[src/rtl/aud_ser_tx.sv]
module aud_ser_tx #(
  parameter int HALF_DIV  = 2,
  parameter int MAX_W     = 24,
  parameter int SLOT_BITS = 32
) (
  input  logic             clk,
  input  logic             rst_n,
  input  logic [1:0]       fmt,
  input  logic [1:0]       wlen,
  input  logic             in_valid,
  input  logic [MAX_W-1:0] in_left,
  input  logic [MAX_W-1:0] in_right,
  output logic             in_ready,
  output logic             bclk,
  output logic             ws,
  output logic             sdata
);
  localparam int FRAME = 2 * SLOT_BITS;
  localparam int PW    = $clog2(FRAME);
  localparam int CW    = (HALF_DIV > 1) ? $clog2(HALF_DIV) : 1;
  localparam int IW    = $clog2(MAX_W);

  logic [CW-1:0]    div_q;
  logic             bclk_q, ws_q, sd_q;
  logic [PW-1:0]    pos_q;
  logic [MAX_W-1:0] hl_q, hr_q;
  logic [1:0]       fmt_q, wl_q;

  logic tick, fall, wrap, take;
  logic [PW-1:0]    pos_n;
  logic [MAX_W-1:0] nl, nr, word;
  logic [1:0]       nfmt, nwl;
  logic             ch, bit_n;

  assign tick  = (div_q == CW'(HALF_DIV - 1));
  assign fall  = tick & bclk_q;
  assign pos_n = pos_q + 1'b1;
  assign wrap  = fall && (pos_q == PW'(FRAME - 1));
  assign take  = wrap & in_valid;
  assign nl    = take ? in_left  : hl_q;
  assign nr    = take ? in_right : hr_q;
  assign nfmt  = wrap ? fmt  : fmt_q;
  assign nwl   = wrap ? wlen : wl_q;
  assign ch    = pos_n[PW-1];
  assign word  = ch ? nr : nl;

  function automatic int wbits(input logic [1:0] code);
    case (code)
      2'd0:    return 16;
      2'd1:    return 20;
      default: return 24;
    endcase
  endfunction

  function automatic logic pick(input logic [MAX_W-1:0] w, input logic [1:0] f,
                                input int len, input int s);
    int off, k;
    if (f == 2'd2) begin
      if (s >= SLOT_BITS - len) return w[IW'(SLOT_BITS - 1 - s)];
      return w[IW'(len - 1)];
    end
    off = (f == 2'd1) ? 0 : 1;
    k   = s - off;
    if (k >= 0 && k < len) return w[IW'(len - 1 - k)];
    return 1'b0;
  endfunction

  assign bit_n = pick(word, nfmt, wbits(nwl), int'(pos_n[PW-2:0]));

  always_ff @(posedge clk) begin
    if (!rst_n) begin
      div_q  <= '0;
      bclk_q <= 1'b1;
      ws_q   <= 1'b1;
      sd_q   <= 1'b0;
      pos_q  <= PW'(FRAME - 1);
      hl_q   <= '0;
      hr_q   <= '0;
      fmt_q  <= '0;
      wl_q   <= '0;
    end else begin
      div_q <= tick ? '0 : div_q + 1'b1;
      if (tick) bclk_q <= ~bclk_q;
      if (fall) begin
        pos_q <= pos_n;
        ws_q  <= ch;
        sd_q  <= bit_n;
        hl_q  <= nl;
        hr_q  <= nr;
        fmt_q <= nfmt;
        wl_q  <= nwl;
      end
    end
  end

  assign in_ready = wrap;
  assign bclk     = bclk_q;
  assign ws       = ws_q;
  assign sdata    = sd_q;

  logic [PW:0] gap_q;
  logic        seen_q;
  always_ff @(posedge clk) begin
    if (!rst_n) begin
      gap_q  <= '0;
      seen_q <= 1'b0;
    end else if (fall) begin
      if (!ws_q && ch) begin
        gap_q  <= '0;
        seen_q <= 1'b1;
      end else begin
        gap_q <= gap_q + 1'b1;
      end
    end
  end

  p_frame_len_r1: assert property (@(posedge clk) disable iff (!rst_n)
    (fall && !ws_q && ch && seen_q) |-> (gap_q == (PW+1)'(FRAME - 1)));
  p_ws_on_fall_r2: assert property (@(posedge clk) disable iff (!rst_n)
    !$stable(ws) |-> $fell(bclk));
  p_sd_on_fall_r2: assert property (@(posedge clk) disable iff (!rst_n)
    !$stable(sdata) |-> $fell(bclk));
  p_mode_hold_r8: assert property (@(posedge clk) disable iff (!rst_n)
    !in_ready |=> ($stable(fmt_q) && $stable(wl_q)));
  p_ready_pulse_r9: assert property (@(posedge clk) disable iff (!rst_n)
    in_ready |=> !in_ready);
  p_pair_hold_r10: assert property (@(posedge clk) disable iff (!rst_n)
    !(in_valid && in_ready) |=> ($stable(hl_q) && $stable(hr_q)));
endmodule

[config.mk]
export PLATFORM = sky130hd
export DESIGN_NAME = aud_ser_tx
export DESIGN_NICKNAME = d
export VERILOG_FILES = /design/src/rtl/aud_ser_tx.sv
export SDC_FILE = /design/constraint.sdc
export NUM_CORES = 1
export LEC_CHECK = 0
export BUFFER_PORTS_ARGS = -buffer_cell sky130_fd_sc_hd__buf_4
export CORE_UTILIZATION = 35
export CTS_CLUSTER_DIAMETER = 200
export DETAILED_ROUTE_END_ITERATION = 8
export GPL_ROUTABILITY_DRIVEN = 0
export SLEW_MARGIN = 15
export SYNTH_ARGS = -nofsm -noshare
export SYNTH_HDL_FRONTEND = slang
export SYNTH_SLANG_ARGS = --single-unit
[constraint.sdc]
create_clock -name clk -period 3.8 [get_ports clk]
set_input_delay 0.57 -clock clk [delete_from_list [all_inputs] [get_ports clk]]
set_output_delay 0.57 -clock clk [all_outputs]
set_load 0.03 [all_outputs]
Word-level counts from Yosys, hierarchy flattened
Index checks and enable logic that the tools add are counted.
W data, S select, Z words.
{"block": "totals", "register_bits": 62, "in_bits": 55, "out_inout_bits": 4, "elab_cells": 61}
{"block": "classes", "addsub": 7, "magnitude_cmp": 6, "eq_ne": 4, "mux": 27, "bitwise": 4, "n_reduce_logical": 4}
{"cell": "$mux W24", "count": 3}
{"cell": "$ge A6 B32 Y1", "count": 1}
{"cell": "$sub A7 B32 Y32 const A", "count": 1}
{"cell": "$lt A5 B7 Y1 const B", "count": 3}
{"cell": "$mux W1", "count": 18}
{"cell": "$bmux W1 S5", "count": 3}
{"cell": "$pmux W4 S2", "count": 1}
{"cell": "$add A6 B1 Y6 const B", "count": 1}
{"cell": "$eq A6 B6 Y1 const B", "count": 1}
{"cell": "$ge A6 B1 Y1 const B", "count": 1}
{"cell": "$lt A6 B6 Y1", "count": 1}
{"cell": "$sub A5 B1 Y6", "count": 1}
{"cell": "$sub A5 B1 Y5 const B", "count": 1}
{"cell": "$sub A5 B5 Y5", "count": 1}
{"cell": "$sub A5 B5 Y5 const A", "count": 1}
{"cell": "$eq A2 B1 Y1 const B", "count": 2}
{"cell": "$mux W2", "count": 2}
{"cell": "$and A1 B1 Y1", "count": 2}
{"cell": "$eq A2 B2 Y1 const B", "count": 1}
{"cell": "$logic_and A1 B1 Y1", "count": 2}
{"cell": "$logic_not A2 Y1", "count": 1}
{"cell": "$not A1 Y1", "count": 2}
{"cell": "$reduce_or A2 Y1", "count": 1}
{"cell": "$add A1 B1 Y1 const B", "count": 1}

Logic depth before layout (Yosys ltp)
Gate-level depths: netlist of the first run.
{"block": "depth", "word_depth": 14, "ltp_mapped": 19, "depth_no_buf": 18}

Least setup slack after synthesis of the first run
OpenSTA, ideal clock, no wires.
{"block": "synth_path", "kind": "register to register", "startpoint": "register pos_q[1]", "endpoint": "register sd_q (netlist: sdata)", "setup_time_ns": 0.075, "t_arrival_ns": 3.673, "required_ns": 3.725, "path_slack_ns": 0.052, "stages_incl_launch_ff": 18, "path_buffers": 1, "synth_period_minus_slack_ns": 3.748, "cell_sequence": "dfxtp_1 ha_1 buf_4 nand3_4 nor3_4 a31oi_1 ha_1 ha_1 xnor2_1 ha_1 nand2b_1 a21oi_1 xnor2_2 o21ai_0 o2111ai_1 or4b_1 and4b_1 o22ai_1"}
{"block": "synth_via", "elab_chain_len": 14, "word_cells_on_any_way": 44, "cone_classes": "6 x add/sub; 3 x order compare; 4 x eq/ne; 27 x mux; 1 x bitwise; 3 x reduce/logical"}
{"item": "from (decl)", "line_no": "25", "text": "logic [PW-1:0] pos_q;"}
{"item": "from (signal assigned)", "line_no": "76", "text": "pos_q <= PW'(FRAME - 1);"}
{"item": "from (signal assigned)", "line_no": "85", "text": "pos_q <= pos_n;"}
{"item": "$eq A6 B6 Y1", "line_no": "38", "text": "assign wrap = fall && (pos_q == PW'(FRAME - 1));"}
{"item": "$logic_and A1 B1 Y1", "line_no": "38"}
{"item": "$mux W2 / $and A1 B1 Y1 (equally long branches)", "line_no": "43, 39"}
{"item": "$eq A2 B1 Y1 (tied with other cells)", "line_no": "48", "text": "case (code)"}
{"item": "$pmux W4 S2 / $mux W24 (equally long branches)", "line_no": "48, 45"}
{"item": "$sub A7 B32 Y32 (tied with other cells)", "line_no": "59", "text": "if (s >= SLOT_BITS - len) return w[IW'(SLOT_BITS - 1 - s)];"}
{"item": "$ge A6 B32 Y1 (tied with other cells)", "line_no": "59"}
{"item": "$mux W1 (on tied branches)", "line_no": "59, 60"}
{"item": "$mux W1 (on tied branches)", "line_no": "58, 59, 60"}
{"item": "$mux W1", "line_no": "60", "text": "return w[IW'(len - 1)];"}
{"item": "$mux W1", "line_no": "58", "text": "if (f == 2'd2) begin"}
{"item": "$mux W1", "line_no": "64", "text": "if (k >= 0 && k < len) return w[IW'(len - 1 - k)];"}
{"item": "$mux W1", "line_no": "65", "text": "return 1'b0;"}
{"item": "$mux W1 *", "line_no": "62", "text": "off = (f == 2'd1) ? 0 : 1;"}
{"item": "to (signal assigned)", "line_no": "87", "text": "sd_q <= bit_n;"}
{"item": "to (decl)", "line_no": "24", "text": "logic bclk_q, ws_q, sd_q;"}
Every way passes the cells marked *; elsewhere a longest branch is shown, timed or not. The select of a mux whose other input is x is not followed.
A chain may end at the register's enable or synchronous reset.

Worst setup path in the final report of the first run
Ends and elaborated chain as after synthesis.

==> out/metrics.cfg, run 1 <==
[timing]
layout_min_cycle_time_ns=3.50
timing.clock.skew_ns=0.00332
slew_violations=0
number_of_failing_setup_endpoints_in_the_final_timing_report=0
slew_headroom_pct=59.3
finalHoldViolCount=0
highest_clock_frequency_the_design_can_meet_ghz=0.286
min_period_over_period_pct=92.1
final.hold.worst_slack_ns=0.459
worstMarginPinSlew_ns=0.606
tns_ns=0
final.setup.worst_slack_ns=0.300

[logic_synthesis]
synth.top_cells.by_count=nand2_1 (141), dfxtp_1 (61), a21boi_0 (45), a211oi_1 (29), clkbuf_1 (28)
syn_area_um2=4510
ys_ff_latch=61
synth_top_area_cell=dfxtp_1
synth_largest_type_area_fraction_pct=27.1
number_of_synthesized_flops_with_an_enable_pin=0
yosysWarningCount=0
post_synth.cell_area_avg_um2=7.74
most_instantiated_library_cell_after_synthesis=nand2_1
synth_fp_nets=649
synth-seq-area-share_pct=27.1
ys_types=71
netlist_top_cells_area=dfxtp_1 (27%), nand2_1 (12%), a21boi_0 (7.5%), a211oi_1 (4.8%), mux4_2 (3.5%)
synth_async_sr_flop_share_pct=0
syn_inst_count=583
ys_dominant_reg_cell=dfxtp_1

[cts]
clock_root_buffer=clkbuf_16
hold_buffers=0
tritoncts=built
clock_latency_ns=0.34
clkSlewWorstSetupHoldPaths_ns=0.06
clock_tree.buffer_depth=2
ctsHtreeMaxLevel=3
tritoncts_num_sinks=61
ctsResizeCount=0
post-cts-setup-buffer-count=0
cts_made_buffers=9

[die]
dieArea_um2=13300
die_height_um=116
fp.dieW_um=116
design.core.area_um2=12600
ioPinCount=59
start_util_pct=35.9
placement_rows=41

[worst_setup_path]
regToRegSetupSlack_ns=0.30
timing_startpoint_of_the_critical_path=pos_q[1]
timing.critical_path.fanout_max=4
setup.worst_path.class=flip-flop to flip-flop
critPathRequiredTime_ns=4.06
worst_setup_path_end_kind=flip-flop
crit-reg2reg-launch=pos_q[1]
start_kind=flip-flop
cp_data_arrival_time_ns=3.76

[power]
ir_drop_mv=0.250
powerDensity_nw_per_um2=540
finalPower_mw=2.98
power.leakage_nw=2.07

[detailed_routing]
total_number_of_vias=4375
wl_per_cell_um=16.2
drc=0
finalWirelength_um=13000
avgViaCountPerCell=5.43
detailedRoute.firstPassIterationCount=5
ant_nets=0
drt-initial-drc-count=301

[cells_and_area]
regArea_um2=1220
share_of_cells_above_drive_strength_1_pct=20.9
area_of_the_multi_input_gates_um2=3040
nNetsFinal=694
n_fill_cell=1221
synthToLayoutAreaGrowth_pct=22.2
diodes=0

[global_route]
groute.usage.overall_pct=20.3
grt_remaining_overflow=0
number_of_antenna_violations_at_the_first_check_in_global_routing=0
first_pass_grt_wire_length_um=21000
grt_max_degree=62
first_global_vias=4248

[place]
place_worst_setup_slack_ns=0.176
detailedPlacementHpwl_um=9290
numPortBuffers=58

[hold_path]
hold_crit_path_type=flip-flop to flip-flop
min-delay-start=hr_q[3]

[status]
result_of_the_run=finished, final reports clean

[run]
cap_violations=0

-- sequential cells by signal, indices dropped and copies added, names as in the netlist --
name / flops
hr_q: 24
ws: 1
div_q: 1
fmt_q: 2
hl_q: 24
pos_q: 5
bclk: 1
sdata: 1
wl_q: 2
-- final timing paths --
path,endpoint,depth (start not counted)
worst max-delay path,sdata,17
worst min-delay path,hr_q[3],2
worst max register to register,sdata,17
worst min register to register,hr_q[3],2
-- cell families (layout without fill, tap and decap cells) --
| group | Yosys count | count (layout) | share of synthesized area (%) |
|---|---|---|---|
| and+or+nand+nor | 261 | 261 | 28.2 |
| AOI/OAI and AO/OA | 151 | 151 | 24.7 |
| DFF | 61 | 61 | 27.1 |
| buffers and inverters | 60 | 110 | 5.96 |
| muxes | 27 | 27 | 8.10 |
| xor gates and xnor gates | 12 | 12 | 2.91 |
| adders and majority gates | 11 | 11 | 3.05 |
-- placed cells by master (no fill, tap or decap), types with 3 or more instances in the layout --
cell type  count
a2111oi_0      4
a211oi_1      29
a21boi_0      45
a21o_1         3
a21oi_1        5
a22oi_1       12
a31o_2         3
a31oi_1        8
and2_1         7
and3_1        15
buf_4         77
bufinv_16      3
clkbuf_16      9
clkinv_4       3
dfxtp_1       61
ha_1           9
inv_1         12
mux2_2         6
mux2i_1       14
mux4_2         7
nand2_1      141
nand2b_1      23
nand3_1        7
nor2_1        26
nor2b_1       11
nor3_1         6
nor3b_1        3
o211ai_1       5
o21ai_0       15
xnor2_1        6
xor2_1         4
-- area by class of cell --
class	instances	area share (%)
multi-input combinational	462	55.2
timing repair buffer	80	11.4
inverter	14	0.953
clock buffer	9	4.09
sequential	61	22.2
tap	172	3.90
clock inverter	7	2.25
-- where the power goes --
part	internal [mW]	switching [mW]	leakage [nW]
Clock	0.643	0.321	0.166
Sequential	0.676	0.0231	0.495
Combinational	0.550	0.766	1.41
-- critical path: stages, from the launching register on --
cell and delay (ns):
dfxtp_1 0.38, ha_4 0.16, nand3_4 0.10, nor3_4 0.15, nor3b_1 0.07, a31oi_1 0.20
ha_2 0.22, ha_1 0.18, xnor2_1 0.11, ha_1 0.37, nand2b_1 0.12, a21oi_2 0.18
xnor2_2 0.10, o21ai_0 0.09, o2111ai_1 0.13, or4b_1 0.53, and4b_1 0.20, o22ai_1 0.13
-- through the flow --
step                      area [µm²]  instances  utilization [%]
final                           5510        805             43.9
after global routing            5510        805             43.9
after CTS                       5490        805             43.7
after detailed placement        5140        789             40.9
after global placement          5140        789             40.9
after floorplan                 4510        583                -
-- per-layer routing --
metal,share of wire [%],wire (µm),vias to the layer above,GRT usage (%)
li1,-,-,2159,-
met1,45,5880,2057,25.5
met2,47,6180,122,33.4
met3,4.3,559,37,4.34
met4,3.1,400,0,9.44
met5,0,0,-,0
No activity file was read; power rests on OpenSTA's default activity.
==> inputs of run 2 (changes only) <==
--- a/config.mk
+++ b/config.mk
@@ -10,7 +10,8 @@
 export CTS_CLUSTER_DIAMETER = 200
 export DETAILED_ROUTE_END_ITERATION = 8
 export GPL_ROUTABILITY_DRIVEN = 0
-export SLEW_MARGIN = 15
+export HOLD_SLACK_MARGIN = 0.15
+export RECOVER_POWER = 100
 export SYNTH_ARGS = -nofsm -noshare
 export SYNTH_HDL_FRONTEND = slang
 export SYNTH_SLANG_ARGS = --single-unit
==> run 2 against run 1 <==
  * Cell count stayed put
  * Maximum frequency hardly changed
  * Global-route usage stayed put
  * Via count is 0.39% lower
  * Core utilization is 0.27 points lower
  * First-iteration DRC count is 6.0% lower
  * Sequential share of layout area is 0.14 points higher
==> out/metrics.cfg, run 2 (synthesis gave the netlist of run 1 again) <==
[status]
result_of_the_run=finished, final reports clean

[cells_and_area]
finalInstanceArea_um2=5480
mostFrequentLayoutCell=nand2_1
most-common-layout-cells=nand2_1 (142), buf_4 (70), dfxtp_1 (61)
final_cells=805
share_of_cells_above_drive_strength_1_pct=19.1
nNetsFinal=694
synthToLayoutAreaGrowth_pct=21.4
layout_top_registers=hl_q x24, hr_q x24, pos_q x5
n_fill_cell=1229
finalCoreUtilization_pct=43.6
diodes=0

[worst_setup_path]
start_kind=flip-flop
cp_data_arrival_time_ns=3.76
critPathRequiredTime_ns=4.06
setup.worst_path.class=flip-flop to flip-flop
critical-path-slowest-cell=or4b_1
timing.critical_path.fanout_max=4
cpPeakStageDelay_ns=0.53
critical_path.cell_chain=ha_4 -> nand3_4 -> nor3_4 -> nor3b_1 -> a31oi_1 -> ha_2 -> ha_1 -> xnor2_1 -> ha_1 -> nand2b_1 -> a21oi_2 -> xnor2_2 -> o21ai_0 -> o2111ai_1 -> or4b_1 -> and4b_1 -> o22ai_1
worst_setup_path_end_kind=flip-flop
worst_path_most_repeated_cell=ha_1

[cts]
clock_tree.buffer_depth=2
clock_latency_ns=0.34
clkSlewWorstSetupHoldPaths_ns=0.06
cts_made_buffers=9
ctsHtreeMaxLevel=3
tritoncts_num_sinks=61
tritoncts=built
post-cts-setup-buffer-count=0
clock_root_buffer=clkbuf_16

[timing]
timing.clock.skew_ns=0.00317
min_period_over_period_pct=92.1
highest_clock_frequency_the_design_can_meet_ghz=0.286
number_of_failing_setup_endpoints_in_the_final_timing_report=0
tns_ns=0
finalHoldViolCount=0
layout_min_cycle_time_ns=3.50
slew_violations=0
slew_headroom_pct=58.6
worstMarginPinSlew_ns=0.616

[power]
power_switching_mw=1.11
powerDensity_nw_per_um2=542
seq_power_share_pct=23.6
power.leakage_nw=2.05
power.clock.fraction_pct=32.4
p_sw_share_pct=37.3
power.share.combinational_pct=44.0
cellInternalPower_mw=1.86
ir_drop_mv=0.250

[place]
numPortBuffers=58
postPlaceCellArea_um2=5140
detailedPlacementHpwl_um=9290
post-place-cells=789

[hold_path]
hold_crit_path_type=flip-flop to flip-flop

[die]
ioPinCount=59
start_util_pct=35.9
dieArea_um2=13300
design.core.area_um2=12600
die_height_um=116
fp.dieW_um=116
placement_rows=41

[detailed_routing]
detailedRoute.firstPassIterationCount=5
wl_per_cell_um=16.1
finalWirelength_um=13000
avgViaCountPerCell=5.41
drt-initial-drc-count=283
drc=0
ant_nets=0
total_number_of_vias=4358

[global_route]
groute.usage.overall_pct=20.3
first_global_vias=4248
grt_max_degree=62
first_pass_grt_wire_length_um=21000
grt_remaining_overflow=0
number_of_antenna_violations_at_the_first_check_in_global_routing=0

[run]
cap_violations=0

[run 2: repair_timing]
action | CTS | global route
setup endpoints to repair | 0 | 1
hold buffers | 0 | 0
resized for setup | 0 | 5
[run 2: worst max-delay path: cells and delay by family (launching register included)]
family,cells,cell delay [ns]
fa+ha+maj,4,0.93
compound gates,5,0.73
flops,1,0.38
simple gates,6,1.17
xor+xnor,2,0.21
[run 2: path summary, 6_finish.rpt]
kind	from	endpoint	slack [ns]	cells after the start
worst min-delay path	hr_q[3]	hr_q[3]	0.46	2
worst max-delay path	pos_q[1]	sdata	0.30	17
worst max register to register	pos_q[1]	sdata	0.30	17
worst min register to register	hr_q[3]	hr_q[3]	0.46	2
[run 2: metrics by stage]
step | worst slack (ns) | total power [mW] | hold WS [ns]
5_1_grt | -0.000385 | 3.14 | 0.490
6_report | 0.301 | 2.97 | 0.459
3_5_place_dp | 0.176 | 1.99 | 0.452
4_1_cts | 0.151 | 2.96 | 0.460
2_1_floorplan | 0.0524 | 1.66 | 0.436
3_3_place_gp | 0.346 | 1.96 | 0.444
[run 2: power groups by stage]
stage	Combinational (mW)	Sequential, mW	Clock [mW]
final	1.31	0.699	0.962
after CTS	1.29	0.698	0.977
after floorplan	0.944	0.715	0
after global placement	1.25	0.709	0
after detailed placement	1.28	0.712	0
after global routing	1.43	0.704	1.01
[run 2: layer usage]
metal  up-vias  global-route usage, %  wire length [µm]
li1       2160                      -                 -
met1      2047                   25.5              5780
met2       123                   33.4              6200
met3        28                   4.34               667
met4         0                   9.44               345
met5         -                      0                 0
[run 2: area by class of cell]
| type | instances | area [µm²] | area share [%] |
|---|---|---|---|
| clock inverters | 7 | 124 | 2.26 |
| repair buffers | 80 | 603 | 11.0 |
| clock buffers | 9 | 225 | 4.11 |
| inverters | 14 | 52.6 | 0.959 |
| multi-input cells | 462 | 3040 | 55.4 |
| well taps | 172 | 215 | 3.93 |
| flip-flops and latches | 61 | 1220 | 22.3 |
==> inputs of run 3 (changes only) <==
--- a/config.mk
+++ b/config.mk
@@ -7,6 +7,7 @@
 export LEC_CHECK = 0
 export BUFFER_PORTS_ARGS = -buffer_cell sky130_fd_sc_hd__buf_4
 export CORE_UTILIZATION = 35
+export CTS_BUF_LIST = sky130_fd_sc_hd__clkbuf_8
 export CTS_CLUSTER_DIAMETER = 200
 export DETAILED_ROUTE_END_ITERATION = 8
 export GPL_ROUTABILITY_DRIVEN = 0
==> constraint.sdc (replaced) <==
create_clock -name clk -period 3.6 [get_ports clk]
set_input_delay 0.54 -clock clk [delete_from_list [all_inputs] [get_ports clk]]
set_output_delay 0.54 -clock clk [all_outputs]
set_load 0.03 [all_outputs]
==> run 3 against run 2 <==
  * Die area did not move
  * Clock power fell by 25%
  * Sequential power rose by 5.7%
  * Flip-flop and latch count did not move
  * Clock skew rose by 0.0014 ns
  * Non-clock buffer count rose by 10
  * Register-to-register slack got worse by 0.16 ns
  * Critical path type unchanged
  * Largest power group unchanged
  * Highest routed layer unchanged
==> out/metrics.cfg, run 3 (synthesis gave the netlist of run 1 again) <==
[timing]
number_of_failing_setup_endpoints_in_the_final_timing_report=0
tns_ns=0
grt_setup_unrepaired=true
min_period_over_period_pct=95.9
finalHoldViolCount=0
worstMarginPinSlew_ns=0.756
layout_min_cycle_time_ns=3.45
highest_clock_frequency_the_design_can_meet_ghz=0.290
timing.clock.skew_ns=0.00458
slew_headroom_pct=49.2
slew_violations=0

[detailed_routing]
drt-initial-drc-count=308
total_number_of_vias=4410
finalWirelength_um=13000
avgViaCountPerCell=5.41
ant_nets=0
drc=0
wl_per_cell_um=16.0
detailedRoute.firstPassIterationCount=5

[cells_and_area]
layout_top_registers=hl_q x24, hr_q x24, pos_q x5
diodes=0
synthToLayoutAreaGrowth_pct=23.3
most-common-layout-cells=nand2_1 (140), buf_4 (87), dfxtp_1 (57)
nNetsFinal=704
finalCoreUtilization_pct=44.2
share_of_cells_above_drive_strength_1_pct=24.4
mostFrequentLayoutCell=nand2_1

[cts]
clock_latency_ns=0.36
cts_made_buffers=9
ctsHtreeMaxLevel=3
clock_tree.buffer_depth=2
clkSlewWorstSetupHoldPaths_ns=0.07
tritoncts=built
clock_root_buffer=clkbuf_8
tritoncts_num_sinks=61

[die]
start_util_pct=35.9
die_height_um=116
dieArea_um2=13300
placement_rows=41
fp.dieW_um=116
ioPinCount=59
design.core.area_um2=12600

[power]
finalPower_mw=3.06
power.leakage_nw=2.08
powerDensity_nw_per_um2=551
ir_drop_mv=0.182

[worst_setup_path]
timing.critical_path.fanout_max=3
cp_data_arrival_time_ns=3.74
cpLargestDelayFamily=simple AND/OR/NAND/NOR gates
setup.worst_path.class=flip-flop to flip-flop
critical-path-slowest-cell=or4b_1
critical_path.cell_chain=ha_4 -> nand3_4 -> nor3_4 -> nor3b_2 -> a31oi_1 -> ha_2 -> ha_4 -> xnor2_2 -> ha_4 -> nand2b_1 -> a21oi_4 -> xnor2_2 -> o21ai_1 -> o2111ai_2 -> or4b_1 -> and4b_1 -> o22ai_1
worst_setup_path_end_kind=flip-flop
critPathRequiredTime_ns=3.89
worst_path_most_repeated_cell=ha_4
cp.buffers_inverters=0
start_kind=flip-flop
cpPeakStageDelay_ns=0.50

[global_route]
grt_max_degree=62
groute.usage.overall_pct=20.1
number_of_antenna_violations_at_the_first_check_in_global_routing=0
grt_remaining_overflow=0
first_global_vias=4209
first_pass_grt_wire_length_um=20800

[hold_path]
hold_crit_path_type=input pin to flip-flop

[run]
cap_violations=0

[status]
result_of_the_run=finished, final reports clean

[place]
detailedPlacementHpwl_um=9330
numPortBuffers=58

## run 3: cell types whose count changed in the layout (fill, tap and decap cells not counted), sizes merged
| cell | change |
|---|---|
| buf | +17 |
| bufinv | -1 |
| clkbuf | -5 |
| clkinv | -3 |
| clkinvlp | +2 |
## run 3: worst register-to-register path: stages, from the launching register on
cell	delay, ns
dfxtp_4	0.38
ha_4	0.15
nand3_4	0.09
nor3_4	0.23
nor3b_2	0.07
a31oi_1	0.18
ha_2	0.25
ha_4	0.16
xnor2_2	0.15
ha_4	0.26
nand2b_1	0.17
a21oi_4	0.09
xnor2_2	0.16
o21ai_1	0.11
o2111ai_2	0.11
or4b_1	0.50
and4b_1	0.19
o22ai_1	0.15
## run 3: where the power goes
group,leakage [nW],total (mW),internal [mW],switching (mW)
Combinational,1.48,1.60,0.720,0.879
Sequential,0.494,0.739,0.714,0.0251
Clock,0.108,0.725,0.427,0.298
Total,2.08,3.06,1.86,1.20
## run 3: layer usage
metal | part of all wire (%) | global-route usage (%) | vias up
met5 | 0 | 0 | -
met4 | 2.4 | 8.66 | 0
met3 | 4.6 | 3.77 | 25
met2 | 48 | 33.3 | 112
met1 | 45 | 25.5 | 2101
li1 | - | - | 2172
## run 3: path summary, 6_finish.rpt
path                 from       end  slack (ns)  cells after the start
max              pos_q[1]     sdata        0.15                     17
min          in_right[11]  hr_q[11]        0.45                      3
max reg2reg      pos_q[1]     sdata        0.15                     17
min reg2reg      hl_q[10]  hl_q[10]        0.46                      2
## run 3: cell type report
type / count / area (µm²)
fillers: 1255 / 7010
multi-input cells: 462 / 3130
flip-flops and latches: 61 / 1230
repair buffers: 90 / 704
well taps: 172 / 215
clock buffers: 11 / 151
clock inverters: 5 / 82.6
inverters: 14 / 52.6
## run 3: repair_timing
item,4_1_cts,5_1_grt
setup buffers,0,5
setup endpoints to repair,0,1
gates resized for setup,0,21
hold buffers,0,0
endpoints found under the hold margin,0,0
## run 3: stage by stage
stage	cell area (µm²)	setup slack [ns]	std cells	hold WS (ns)
floorplan	4520	0.00620	583	0.436
global placement	5180	0.220	794	0.445
detailed placement	5180	0.104	794	0.453
CTS	5420	0.0868	810	0.436
global route	5560	-0.112	815	0.447
finish	5560	0.146	815	0.448
